### config.mk
export PLATFORM = sky130hd
export DESIGN_NAME = rx_frame_queue
export DESIGN_NICKNAME = d
export VERILOG_FILES = /design/src/rtl/rxq_pkg.sv /design/src/rtl/rxq_ring.sv /design/src/rtl/rxq_packer.sv /design/src/rtl/rx_frame_queue.sv
export SDC_FILE = /design/constraint.sdc
export NUM_CORES = 1
export LEC_CHECK = 0
export ABC_CLOCK_PERIOD_IN_PS = 5800
export BUFFER_PORTS_ARGS = -buffer_cell sky130_fd_sc_hd__clkbuf_2
export CAP_MARGIN = 20
export CORE_ASPECT_RATIO = 1.75
export CORE_MARGIN = 3
export CORE_UTILIZATION = 55
export DETAILED_ROUTE_END_ITERATION = 8
export HOLD_SLACK_MARGIN = 0.1
export PLACE_DENSITY = 0.75
export SLEW_MARGIN = 20
export SYNTH_ARGS = -nofsm -noshare
export SYNTH_HDL_FRONTEND = slang
export SYNTH_SLANG_ARGS = --single-unit
### constraint.sdc
create_clock -name clk -period 5.8 [get_ports clk]
set_clock_uncertainty 0.05 [all_clocks]
set_input_delay 1.16 -clock clk [delete_from_list [all_inputs] [get_ports clk]]
set_output_delay 1.16 -clock clk [all_outputs]
set_load 0.05 [all_outputs]
### src/rtl/rxq_pkg.sv
package rxq_pkg;
  localparam logic [31:0] RX_ERR_MASK = 32'hDF18_0000;

  // place a byte into its lane of a partly built word
  function automatic logic [31:0] lane_insert(input logic [31:0] base,
                                              input logic [1:0]  lane,
                                              input logic [7:0]  b);
    return base | (32'(b) << {lane, 3'b000});
  endfunction

  function automatic logic [31:0] make_status(input logic [15:0] flags,
                                              input logic [15:0] len);
    return {flags, len};
  endfunction

  function automatic logic status_is_error(input logic [31:0] w);
    return |(w & RX_ERR_MASK);
  endfunction

  function automatic logic [31:0] make_count(input logic [15:0] frames,
                                             input logic [15:0] words);
    return {frames, words};
  endfunction
endpackage

### src/rtl/rxq_ring.sv
// Ring buffer with a speculative write pointer that can be committed or
// rolled back to the last committed position. DEPTH must be a power of two.
module rxq_ring #(
  parameter int unsigned DEPTH = 32,
  parameter int unsigned W     = 32,
  localparam int unsigned AW   = $clog2(DEPTH),
  localparam int unsigned PW   = AW + 1
) (
  input  logic          clk,
  input  logic          rst_n,
  input  logic          flush,
  input  logic          push,
  input  logic [W-1:0]  push_val,
  input  logic          rollback,
  input  logic          commit,
  input  logic          pop,
  output logic [W-1:0]  head,
  output logic [PW-1:0] commit_cnt,
  output logic [PW-1:0] spec_cnt
);
  logic [W-1:0]  mem [DEPTH];
  logic [PW-1:0] sptr, cptr, rptr;
  logic [PW-1:0] spec_base, spec_nxt;
  logic          pop_ok;

  assign spec_base = rollback ? cptr : sptr;
  assign spec_nxt  = spec_base + PW'(push);
  assign pop_ok    = pop && (cptr != rptr);

  always_ff @(posedge clk or negedge rst_n) begin
    if (!rst_n) begin
      sptr <= '0;
      cptr <= '0;
      rptr <= '0;
    end else if (flush) begin
      sptr <= '0;
      cptr <= '0;
      rptr <= '0;
    end else begin
      sptr <= spec_nxt;
      if (commit) cptr <= spec_nxt;
      if (pop_ok) rptr <= rptr + PW'(1);
    end
  end

  always_ff @(posedge clk) begin
    if (push && !flush) mem[spec_base[AW-1:0]] <= push_val;
  end

  assign head       = mem[rptr[AW-1:0]];
  assign commit_cnt = cptr - rptr;
  assign spec_cnt   = sptr - rptr;
endmodule

### src/rtl/rxq_packer.sv
// Packs received bytes into little-endian 32-bit words and tracks frame length.
module rxq_packer
  import rxq_pkg::*;
(
  input  logic        clk,
  input  logic        rst_n,
  input  logic        flush,
  input  logic        rx_valid,
  input  logic [7:0]  rx_data,
  input  logic        rx_sof,
  input  logic        rx_eof,
  output logic        word_we,
  output logic [31:0] word_val,
  output logic        frame_begin,
  output logic        restart,
  output logic        frame_end,
  output logic [15:0] frame_len
);
  logic        in_frame;
  logic [1:0]  lane;
  logic [15:0] len_q;
  logic [31:0] acc;
  logic        byte_ok;
  logic [1:0]  cur_lane;

  assign byte_ok     = rx_valid && (rx_sof || in_frame) && !flush;
  assign cur_lane    = rx_sof ? 2'd0 : lane;
  assign frame_len   = rx_sof ? 16'd1 : len_q + 16'd1;
  assign word_val    = lane_insert(rx_sof ? 32'd0 : acc, cur_lane, rx_data);
  assign word_we     = byte_ok && (cur_lane == 2'd3 || rx_eof);
  assign frame_begin = byte_ok && rx_sof;
  assign restart     = byte_ok && rx_sof && in_frame;
  assign frame_end   = byte_ok && rx_eof;

  always_ff @(posedge clk or negedge rst_n) begin
    if (!rst_n) begin
      in_frame <= 1'b0;
      lane     <= '0;
      len_q    <= '0;
      acc      <= '0;
    end else if (flush) begin
      in_frame <= 1'b0;
      lane     <= '0;
      len_q    <= '0;
      acc      <= '0;
    end else if (byte_ok) begin
      in_frame <= !rx_eof;
      lane     <= cur_lane + 2'd1;
      len_q    <= frame_len;
      acc      <= (cur_lane == 2'd3) ? 32'd0 : word_val;
    end
  end
endmodule

### src/rtl/rx_frame_queue.sv
module rx_frame_queue
  import rxq_pkg::*;
#(
  parameter int unsigned DATA_DEPTH = 32,
  parameter int unsigned STAT_DEPTH = 4,
  localparam int unsigned DPW = $clog2(DATA_DEPTH) + 1,
  localparam int unsigned SPW = $clog2(STAT_DEPTH) + 1
) (
  input  logic        clk,
  input  logic        rst_n,
  input  logic        rx_valid,
  input  logic [7:0]  rx_data,
  input  logic        rx_sof,
  input  logic        rx_eof,
  input  logic [15:0] rx_flags,
  input  logic        flush,
  input  logic [15:0] af_level,
  input  logic        stat_pop,
  input  logic        data_pop,
  output logic [31:0] stat_head,
  output logic        stat_head_err,
  output logic [31:0] data_head,
  output logic [31:0] count_word,
  output logic        af_irq,
  output logic        stat_ovf,
  output logic        data_ovf
);
  logic        word_we, frame_begin, restart, frame_end;
  logic [31:0] word_val;
  logic [15:0] frame_len;
  logic [DPW-1:0] d_commit_cnt, d_spec_cnt, d_base;
  logic [SPW-1:0] s_commit_cnt, s_spec_cnt;
  logic lost_q, lost_cur, word_lost, lost_now, s_full;
  logic d_push, d_rollback;
  // named events observed by the checker
  logic frame_accept, frame_drop;

  rxq_packer u_pack (
    .clk, .rst_n, .flush, .rx_valid, .rx_data, .rx_sof, .rx_eof,
    .word_we, .word_val, .frame_begin, .restart, .frame_end, .frame_len
  );

  assign lost_cur     = frame_begin ? 1'b0 : lost_q;
  assign d_base       = restart ? d_commit_cnt : d_spec_cnt;
  assign word_lost    = word_we && (lost_cur || d_base >= DPW'(DATA_DEPTH));
  assign lost_now     = lost_cur || word_lost;
  assign s_full       = s_spec_cnt >= SPW'(STAT_DEPTH);
  assign frame_accept = frame_end && !lost_now && !s_full;
  assign frame_drop   = frame_end && !frame_accept;
  assign d_push       = word_we && !word_lost && !frame_drop;
  assign d_rollback   = restart || frame_drop;

  rxq_ring #(.DEPTH(DATA_DEPTH), .W(32)) u_data (
    .clk, .rst_n, .flush,
    .push(d_push), .push_val(word_val), .rollback(d_rollback),
    .commit(frame_accept), .pop(data_pop),
    .head(data_head), .commit_cnt(d_commit_cnt), .spec_cnt(d_spec_cnt)
  );

  rxq_ring #(.DEPTH(STAT_DEPTH), .W(32)) u_stat (
    .clk, .rst_n, .flush,
    .push(frame_accept), .push_val(make_status(rx_flags, frame_len)),
    .rollback(1'b0), .commit(frame_accept), .pop(stat_pop),
    .head(stat_head), .commit_cnt(s_commit_cnt), .spec_cnt(s_spec_cnt)
  );

  always_ff @(posedge clk or negedge rst_n) begin
    if (!rst_n) begin
      lost_q   <= 1'b0;
      stat_ovf <= 1'b0;
      data_ovf <= 1'b0;
    end else if (flush) begin
      lost_q   <= 1'b0;
      stat_ovf <= 1'b0;
      data_ovf <= 1'b0;
    end else begin
      if (frame_end) lost_q <= 1'b0;
      else if (frame_begin || word_we) lost_q <= lost_now;
      if (frame_drop) begin
        if (lost_now) data_ovf <= 1'b1;
        if (s_full)   stat_ovf <= 1'b1;
      end
    end
  end

  assign stat_head_err = status_is_error(stat_head);
  assign count_word    = make_count(16'(s_commit_cnt), 16'(d_commit_cnt));
  assign af_irq        = (af_level != 16'd0) && (16'(s_commit_cnt) >= af_level);
endmodule

After elaboration in Yosys (flattened, before gate mapping)
Memories as Yosys holds them, arrays and structs flattened.
Index checks and enable logic that the tools add are counted.
{ "op_classes": {"n_addsub": 10, "magnitude_cmp": 3, "n_eq_ne": 3, "shifts": 1, "mux": 38, "bitwise": 1, "reduce_logical": 42} }
{ "ops": {"columns": ["op", "count"], "rows": [
  ["$mux W32", 4],
  ["$mux W16", 3],
  ["$mux W6", 7],
  ["$or A32 B32 Y32", 1],
  ["$shl A8 B5 Y32", 1],
  ["$logic_and A1 B1 Y1", 17],
  ["$add A16 B1 Y16 const B", 1],
  ["$ge A3 B16 Y1", 1],
  ["$mux W1", 16],
  ["$reduce_bool A16 Y1", 1],
  ["$mux W3", 5],
  ["$reduce_bool A2 Y1", 7],
  ["$sub A6 B6 Y6", 2],
  ["$reduce_or A9 Y1", 1],
  ["$logic_not A1 Y1", 7],
  ["$add A6 B1 Y6", 1],
  ["$add A6 B1 Y6 const B", 1],
  ["$ge A6 B6 Y1 const B", 1],
  ["$logic_or A1 B1 Y1", 6],
  ["$mux W2", 3],
  ["$ne A6 B6 Y1", 1],
  ["$sub A3 B3 Y3", 2],
  ["$reduce_and A2 Y1", 2],
  ["$add A3 B1 Y3", 1],
  ["other kinds (6)", 6]
]} }
{ "word_totals": {"reg_bits": 81, "mem_bits_rw": 1152, "inputBits": 48, "out_inout_bits": 100, "word_cells": 113, "n_memories": 2} }
{ "memory_table": {"columns": ["name", "words", "word_bits", "read_ports", "rd_clocked_by_memory_dff", "write_ports", "line_no", "text"], "rows": [
  ["u_data.mem", 32, 32, 1, 0, 1, "rxq_ring.sv:21", "logic [W-1:0] mem [DEPTH];"],
  ["u_stat.mem", 4, 32, 1, 0, 1, "rxq_ring.sv:21", null]
]} }

Logic depth before layout (Yosys ltp)
Gate-level depths: netlist (run 1).
{ "logic_depth": {"depth_word": 20, "mapped_depth": 21, "depth_no_buf": 15} }

Modules after synthesis
A second synthesis (run 1) with hierarchy kept.
{ "unflattened": {"cells_unflattened": 2529, "hier_area_um2": 49117.1} }
{ "by_module_without_submodules": {"columns": ["module", "n_inst", "cells_per_inst", "area_per_inst_um2", "seq_area_each_um2"], "rows": [
  ["rxq_ring (u_data)", 1, 1882, 40381.2, 31199.9],
  ["rxq_ring (u_stat)", 1, 243, 5313.8, 4068.9],
  ["rxq_packer", 1, 340, 2940.3, 1276.2],
  ["rx_frame_queue", 1, 64, 481.7, 75.1]
]} }

Worst setup path after synthesis (run 1)
OpenSTA, ideal clock, no wires.
{ "synth_timing": {"path_type": "flip-flop to flip-flop", "start": "register u_data.rptr[1]", "end": "memory u_stat.mem[2][0], enable pin", "setup_ps": 468, "arrival_ps": 5451, "t_required_ps": 5282, "path_slack_ps": -169, "stages_incl_launch_ff": 13, "path_buffers": 4, "synth_period_minus_slack_ps": 5969, "cell_sequence": "dfrtp_1 > clkbuf_1 > clkbuf_1 > clkbuf_1 > inv_1 > ha_1 > nand2b_1 > a21oi_1 > a211oi_1 > mux2i_1 > o21ai_1 > clkbuf_1 > nor3b_1"} }
{ "synth_between": {"elab_chain_cells": 12, "elab_cells_between_ends": 13, "classes_between": "2 x add/sub; 1 x order compare; 3 x mux; 7 x reduce/logical"} }
{ "synth_lines": {"columns": ["item", "line_no", "text"], "rows": [
  ["from (decl)", "rxq_ring.sv:22", "logic [PW-1:0] sptr, cptr, rptr;"],
  ["from (signal assigned)", "rxq_ring.sv:42", "if (pop_ok) rptr <= rptr + PW'(1);"],
  ["$sub A6 B6 Y6, on equally long branches", "rxq_ring.sv:52, rxq_ring.sv:51", null],
  ["$mux W6 (*)", "rx_frame_queue.sv:44", "assign d_base = restart ? d_commit_cnt : d_spec_cnt;"],
  ["$ge A6 B6 Y1 (*)", "rx_frame_queue.sv:45", "assign word_lost = word_we && (lost_cur || d_base >= DPW'(DATA_DEPTH));"],
  ["$logic_or A1 B1 Y1 (*)", "rx_frame_queue.sv:45", null],
  ["$logic_and A1 B1 Y1 (*)", "rx_frame_queue.sv:45", null],
  ["$logic_or A1 B1 Y1 (*)", "rx_frame_queue.sv:46", "assign lost_now = lost_cur || word_lost;"],
  ["$logic_not A1 Y1 (*)", "rx_frame_queue.sv:48", "assign frame_accept = frame_end && !lost_now && !s_full;"],
  ["$logic_and A1 B1 Y1 (*) (2 in series)", "rx_frame_queue.sv:48", null],
  ["$logic_and A1 B1 Y1 (*)", "rxq_ring.sv:47", "if (push && !flush) mem[spec_base[AW-1:0]] <= push_val;"],
  ["$mux W1 (*)", "rxq_ring.sv:47", null],
  ["$mux W1 (implied by the code) (*)", "rxq_ring.sv:47", null],
  ["to (decl)", "rxq_ring.sv:21", null]
]} }
Every way passes the cells marked *; elsewhere a longest branch is shown, timed or not.

Final worst setup path (run 1)
{ "layout_timing": {"start": "register u_data.rptr[1]", "end": "output data_head[29]"} }
{ "layout_between": {"elab_chain_cells": 1} }
{ "layout_lines": {"columns": ["item", "line_no", "text"], "rows": [
  ["$mem_v2 Z32 W32", null, null],
  ["to (decl)", "rx_frame_queue.sv:22", "output logic [31:0] data_head,"]
]} }
Every way passes these cells.

==> results of run 1 <==
==> area by class of cell <==
cell class | count | area [um^2] | area share
clock buffer | 123 | 2670 | 0.0488
timing repair buffer | 233 | 1490 | 0.0272
tap | 1160 | 1450 | 0.0265
inverter | 51 | 194 | 0.00354
multi-input combinational | 905 | 11600 | 0.212
clock inverter | 71 | 704 | 0.0129
sequential | 1233 | 36600 | 0.669
==> cell families (layout without fill, tap and decap cells) <==
group / Yosys count / count (layout) / synth area share
AO/OA/AOI/OAI: 146 / 146 / 0.0227
XOR/XNOR: 37 / 37 / 0.00665
adder cells (fa/ha/maj): 26 / 26 / 0.00699
buffers and inverters: 195 / 478 / 0.0179
flip-flops: 1233 / 1233 / 0.752
multiplexers: 362 / 362 / 0.165
other: 1 / 23 / 0.0000770
AND/OR/NAND/NOR: 311 / 311 / 0.0290
==> cell usage after synthesis (21+ instances only) <==
master,n
dfrtp_1,81
buf_2,28
nor3_1,43
edfxtp_1,1152
nor2_1,53
buf_4,26
a22o_1,48
xnor2_1,22
inv_1,50
o21ai_0,34
mux4_2,352
ha_1,24
nand3_1,21
nand2_1,142
clkbuf_1,78
==> worst reg2reg max path: stages (launching register included) <==
cell and delay (ns):
dfrtp_2 0.41, inv_2 0.07, buf_4 0.56, ha_1 0.37
a21oi_1 0.26, a2111o_1 0.23, nand3_1 0.19, nand2_1 0.37
a31oi_1 0.24, buf_4 0.27, nor3_4 0.74, buf_4 0.42
==> per-layer routing <==
layer | vias to the layer above | part of all wire | routed length [um] | track usage
li1 | 9889 | - | - | -
met1 | 12900 | 0.36 | 40900 | 0.317
met2 | 1282 | 0.54 | 61800 | 0.453
met3 | 233 | 0.071 | 8120 | 0.0391
met4 | 0 | 0.033 | 3790 | 0.0913
met5 | - | 0 | 0 | 0
==> stage by stage <==
step,power [W],instances,setup TNS [ns]
finish,0.0173,3776,0
global route,0.0178,3776,0
CTS,0.0174,3776,0
detailed placement,0.0105,3582,0
global placement,0.0105,3582,0
floorplan,0.0103,2333,-47.46
==> flip-flops by register name, summed over array words and instances (netlist names) <==
name	flops
u_stat.rptr	3
stat_ovf	1
u_pack.len_q	16
lost_q	1
u_pack.lane	2
u_data.sptr	6
u_pack.acc	32
u_pack.in_frame	1
u_data.rptr	6
u_data.mem	1024
u_stat.mem	128
u_stat.cptr	3
u_stat.sptr	3
u_data.cptr	6
data_ovf	1
==> worst min-delay path by stage <==
stage,start,endpoint,slack (ns),cells past startpoint
after floorplan,u_pack.lane[0],u_pack.lane[0],0.42,1
after global placement,u_pack.acc[29],u_pack.acc[29],0.44,1
after detailed placement,u_pack.acc[14],u_pack.acc[14],0.44,1
after CTS,rst_n,u_stat.rptr[0],0.22,1
after global routing,rst_n,u_stat.cptr[0],0.24,1
final,rst_n,u_stat.cptr[0],0.25,1
==> power breakdown <==
part           internal (W)  switching, W  total [W]
clock network       0.00378       0.00321    0.00698
registers           0.00969     0.0000141    0.00971
logic              0.000204      0.000430   0.000635
total                0.0137       0.00365     0.0173
==> impl_metrics.json, run 1 <==
{
  "status": "finished, final reports clean",
  "r2r_start": "u_data.rptr[4]",
  "max_freq_ghz": 0.189,
  "drt_iter0_markers": 2719,
  "finalWeightedCongestion": 0.923,
  "ys_seq_area_frac": 0.752,
  "period_share": 0.910,
  "portBuffers": 124,
  "critPathKind": "reg -> out",
  "ant_nets": 0,
  "hpwl_um": 66900,
  "clkTransAtPathRegs_ns": 0.07,
  "via_per_inst": 6.44,
  "grt_pass1_vias": 25494,
  "critPathCaptureType": "primary output",
  "placementRows": 143,
  "ctsResizeCount": 0,
  "r2r_cells": 11,
  "maxSlewViolCount": 0,
  "n_fill_cell": 5852,
  "post-route-util": 0.627,
  "clockBufferDepth": 3,
  "synth.top_cell.area_share": 0.710,
  "grt_usage": 0.254,
  "die_h_um": 400,
  "ys_types": 65,
  "cp_num_cells": 7,
  "mostFrequentLayoutCells": "edfxtp_1 (1,152), mux4_2 (352), nand2_1 (142)",
  "p_leak_nw": 17.9,
  "rrSetupSlack_ns": 1.28,
  "slew_headroom": 0.234,
  "clk_latency_ns": 0.71,
  "required_ns": 4.59,
  "synth_warnings": 0,
  "boundaryPins": 148,
  "ys_top_cells_by_area": "edfxtp_1 (71%), mux4_2 (16%), dfrtp_1 (4.2%)",
  "die_w_um": 231,
  "hp-class": "in -> async",
  "peakVddDrop_v": 0.000273,
  "crit_fanout": 61,
  "cts_setup_buffers": 0,
  "cts_hold_buf": 0,
  "synth_edf_count": 1152,
  "grt_max_degree": 158,
  "crit_path_start": "u_data.rptr[1]",
  "crit_end": "data_head[29]",
  "syn_area_um2": 48700,
  "diodes": 0,
  "crit_family": "buffers and inverters",
  "worstPathCellList": "buf_4, buf_4, mux4_2, mux4_2, nand2_1, nand2_1, clkbuf_2",
  "area_growth_pct": 12.4,
  "initial_core_util": 0.558,
  "ys.flop_type": "edfxtp_1",
  "drv_cap": 0,
  "holdWs_ns": 0.250,
  "rsz0062_at_grt": "false",
  "design_area_um2": 54800,
  "cts_htree_levels": 3,
  "nets": 2602,
  "fin_crit_ns": 5.28,
  "synth.ff_latch_count": 1233,
  "drive_gt1_frac": 0.307,
  "ys_async_sr_fraction": 0.0657,
  "vias": 24304,
  "cts_buffers": 104,
  "start_kind": "flop",
  "core_um2": 87300,
  "layout_commonest_cell": "edfxtp_1",
  "slowest_delay_ns": 0.69,
  "placedInstanceArea_um2": 51400,
  "setup_slack_ns": 0.521,
  "cpMaxStageDelayCell": "buf_4",
  "setup_viol": 0,
  "dp_slack_ns": 0.931,
  "worst_slew_pin_slew_ns": 1.15,
  "wl_per_cell_um": 30.4,
  "cts_num_sinks": 1233,
  "drc_errors": 0,
  "drt-pass1-iter-count": 5,
  "syn-instance-count": 2311,
  "dieArea_um2": 92300,
  "path_buf_inv": 3,
  "grt_pass1_wl_um": 170000,
  "synth_largest_area_cell": "edfxtp_1",
  "cts_tree": "yes",
  "wl_um": 115000,
  "regToRegEndpoint": "u_data.mem[20][16]",
  "syn_area_per_cell_um2": 21.1,
  "crit_arrival_ns": 4.07,
  "cts_root_buf": "clkbuf_16",
  "grt_overflow_total": 0,
  "antenna_found_initial": 2,
  "final_hold_viol_count": 0,
  "power_density_nw_per_um2": 316
}
Note: power is estimated with default switching activity, not from simulation.
==> run 2, diff against run 1 <==
--- a/config.mk
+++ b/config.mk
@@ -8,10 +8,11 @@
 export ABC_CLOCK_PERIOD_IN_PS = 5800
 export BUFFER_PORTS_ARGS = -buffer_cell sky130_fd_sc_hd__clkbuf_2
 export CAP_MARGIN = 20
-export CORE_ASPECT_RATIO = 1.75
+export CORE_ASPECT_RATIO = 1.2
 export CORE_MARGIN = 3
 export CORE_UTILIZATION = 55
 export DETAILED_ROUTE_END_ITERATION = 8
+export GPL_TIMING_DRIVEN = 0
 export HOLD_SLACK_MARGIN = 0.1
 export PLACE_DENSITY = 0.75
 export SLEW_MARGIN = 20
==> impl_metrics.json, run 2 (same netlist as run 1, synthesis figures left out) <==
{
  "crit_end": "data_head[0]",
  "cts_hold_buf": 0,
  "clockPowerShare": 0.415,
  "drc_errors": 0,
  "regToRegEndpoint": "u_data.mem[29][8]",
  "intPower_w": 0.0141,
  "p_leak_nw": 19.1,
  "power_density_nw_per_um2": 312,
  "setup_viol": 0,
  "r2r_start": "u_data.rptr[1]",
  "n_fill_cell": 5476,
  "finalWeightedCongestion": 0.894,
  "slowest_delay_ns": 0.88,
  "cts_root_buf": "clkbuf_16",
  "grt_pass1_vias": 26572,
  "cpMaxStageDelayCell": "clkbuf_1",
  "worstPathCellList": "clkbuf_2, clkbuf_1, clkbuf_1, mux4_2, mux4_2, nand2_1, nand2_1, clkbuf_2",
  "drv_cap": 0,
  "wl_per_cell_um": 30.4,
  "hpwl_um": 81900,
  "slew_headroom": 0.220,
  "peakVddDrop_v": 0.000264,
  "drive_gt1_frac": 0.347,
  "dp_slack_ns": -0.510,
  "mostFrequentLayoutCells": "edfxtp_1 (1,152), mux4_2 (352), nand2_1 (142)",
  "largest_reg_flops": 1024,
  "multiInputGateArea_um2": 11700,
  "crit_arrival_ns": 4.56,
  "wl_um": 121000,
  "dieArea_um2": 92200,
  "cts_num_sinks": 1233,
  "maxSlewViolCount": 0,
  "vias": 25727,
  "boundaryPins": 148,
  "core_um2": 87100,
  "cts_htree_levels": 3,
  "grt_pass1_wl_um": 178000,
  "crit_fanout": 10,
  "nets": 2827,
  "grt_overflow_total": 0,
  "design_area_um2": 56800,
  "required_ns": 4.59,
  "start_kind": "flop",
  "final_hold_viol_count": 0,
  "critPathKind": "reg -> out",
  "clkTransAtPathRegs_ns": 0.07,
  "clockBufferDepth": 3,
  "drt-pass1-iter-count": 5,
  "ant_nets": 0,
  "placementRows": 118,
  "fin_crit_ns": 5.77,
  "portBuffers": 124,
  "placedInstanceArea_um2": 52900,
  "die_h_um": 332,
  "switchingPower_w": 0.00364,
  "r2r_cells": 15,
  "switching_share": 0.206,
  "clk_latency_ns": 0.69,
  "initial_core_util": 0.559,
  "grt_max_degree": 53,
  "crit_path_start": "u_data.rptr[1]",
  "antenna_found_initial": 7,
  "seqPwrFrac": 0.548,
  "area_growth_pct": 16.6,
  "cts_buffers": 112,
  "critPathCaptureType": "primary output",
  "seqCellArea_um2": 36600,
  "p_comb_frac": 0.037,
  "cts_tree": "yes",
  "worst_slew_pin_slew_ns": 1.17,
  "status": "finished, final reports clean",
  "setup_slack_ns": 0.0343,
  "die_w_um": 278,
  "drt_iter0_markers": 3177,
  "max_freq_ghz": 0.173,
  "hp-class": "in -> async",
  "rsz0062_at_grt": "false",
  "period_share": 0.994,
  "rrSetupSlack_ns": 0.19,
  "grt_usage": 0.267,
  "layout_commonest_cell": "edfxtp_1",
  "via_per_inst": 6.44
}
==> run 2: repair_timing <==
| item | 4_1_cts | 5_1_grt |
|---|---|---|
| endpoints found under the hold margin | 0 | 0 |
| endpoints found under the setup margin | 815 | 290 |
| gates cloned | 0 | 0 |
| resized for setup | 10 | 11 |
| pin swaps | 4 | 1 |
| buffers inserted | 12 | 2 |
==> run 2: worst min-delay path by stage <==
stage / end / slack, ns / startpoint / cells after the start
5_1_grt: u_data.rptr[0] / 0.43 / rst_n / 1
3_3_place_gp: u_pack.lane[0] / 0.44 / u_pack.lane[0] / 1
4_1_cts: u_data.cptr[2] / 0.38 / rst_n / 1
3_5_place_dp: u_pack.acc[0] / 0.44 / u_pack.acc[0] / 1
2_1_floorplan: u_pack.lane[0] / 0.42 / u_pack.lane[0] / 1
6_report: u_data.sptr[2] / 0.40 / rst_n / 1
==> run 2: metrics by stage <==
step	hold slack, ns	setup TNS, ns	utilization	std cells	power, W
6_report	0.404	0	0.652	3994	0.0177
5_1_grt	0.427	0	0.652	3991	0.0182
4_1_cts	0.379	0	0.652	3989	0.0178
3_5_place_dp	0.443	-133.45	0.608	3767	0.0105
3_3_place_gp	0.436	-3511.36	0.584	3597	0.0105
2_1_floorplan	0.417	-47.46	-	2333	0.0103
==> run 2: power groups by stage <==
stage                     Clock [W]  Sequential, W  Combinational, W
after floorplan                   0        0.00990          0.000423
after global placement            0        0.00991          0.000586
after detailed placement          0        0.00989          0.000647
after CTS                   0.00744        0.00971          0.000653
after global routing        0.00777        0.00970          0.000694
final                       0.00736        0.00971          0.000654
==> run 2: worst max-delay path: cells and delay by family, from the launching register on <==
kind | cells | cell delay [ns]
buffers and inverters | 4 | 2.14
and+or+nand+nor | 2 | 0.24
DFF | 1 | 0.57
muxes | 2 | 0.92
==> run 2: layout make-up <==
class                      count  area share
antenna                        4    0.000176
buffer                       142      0.0123
clock buffer                 138      0.0519
clock inverter                73      0.0126
inverter                      51     0.00344
multi-input combinational    905       0.207
sequential                  1233       0.644
tap                         1140      0.0251
timing repair buffer         308      0.0434
==> run 2: metal layers <==
layer  track usage  routed length, um  up-vias
li1              -                  -    10380
met1         0.339              42800    13402
met2         0.453              62500     1603
met3        0.0510              10600      336
met4         0.115               5480        6
met5             0                 41        -
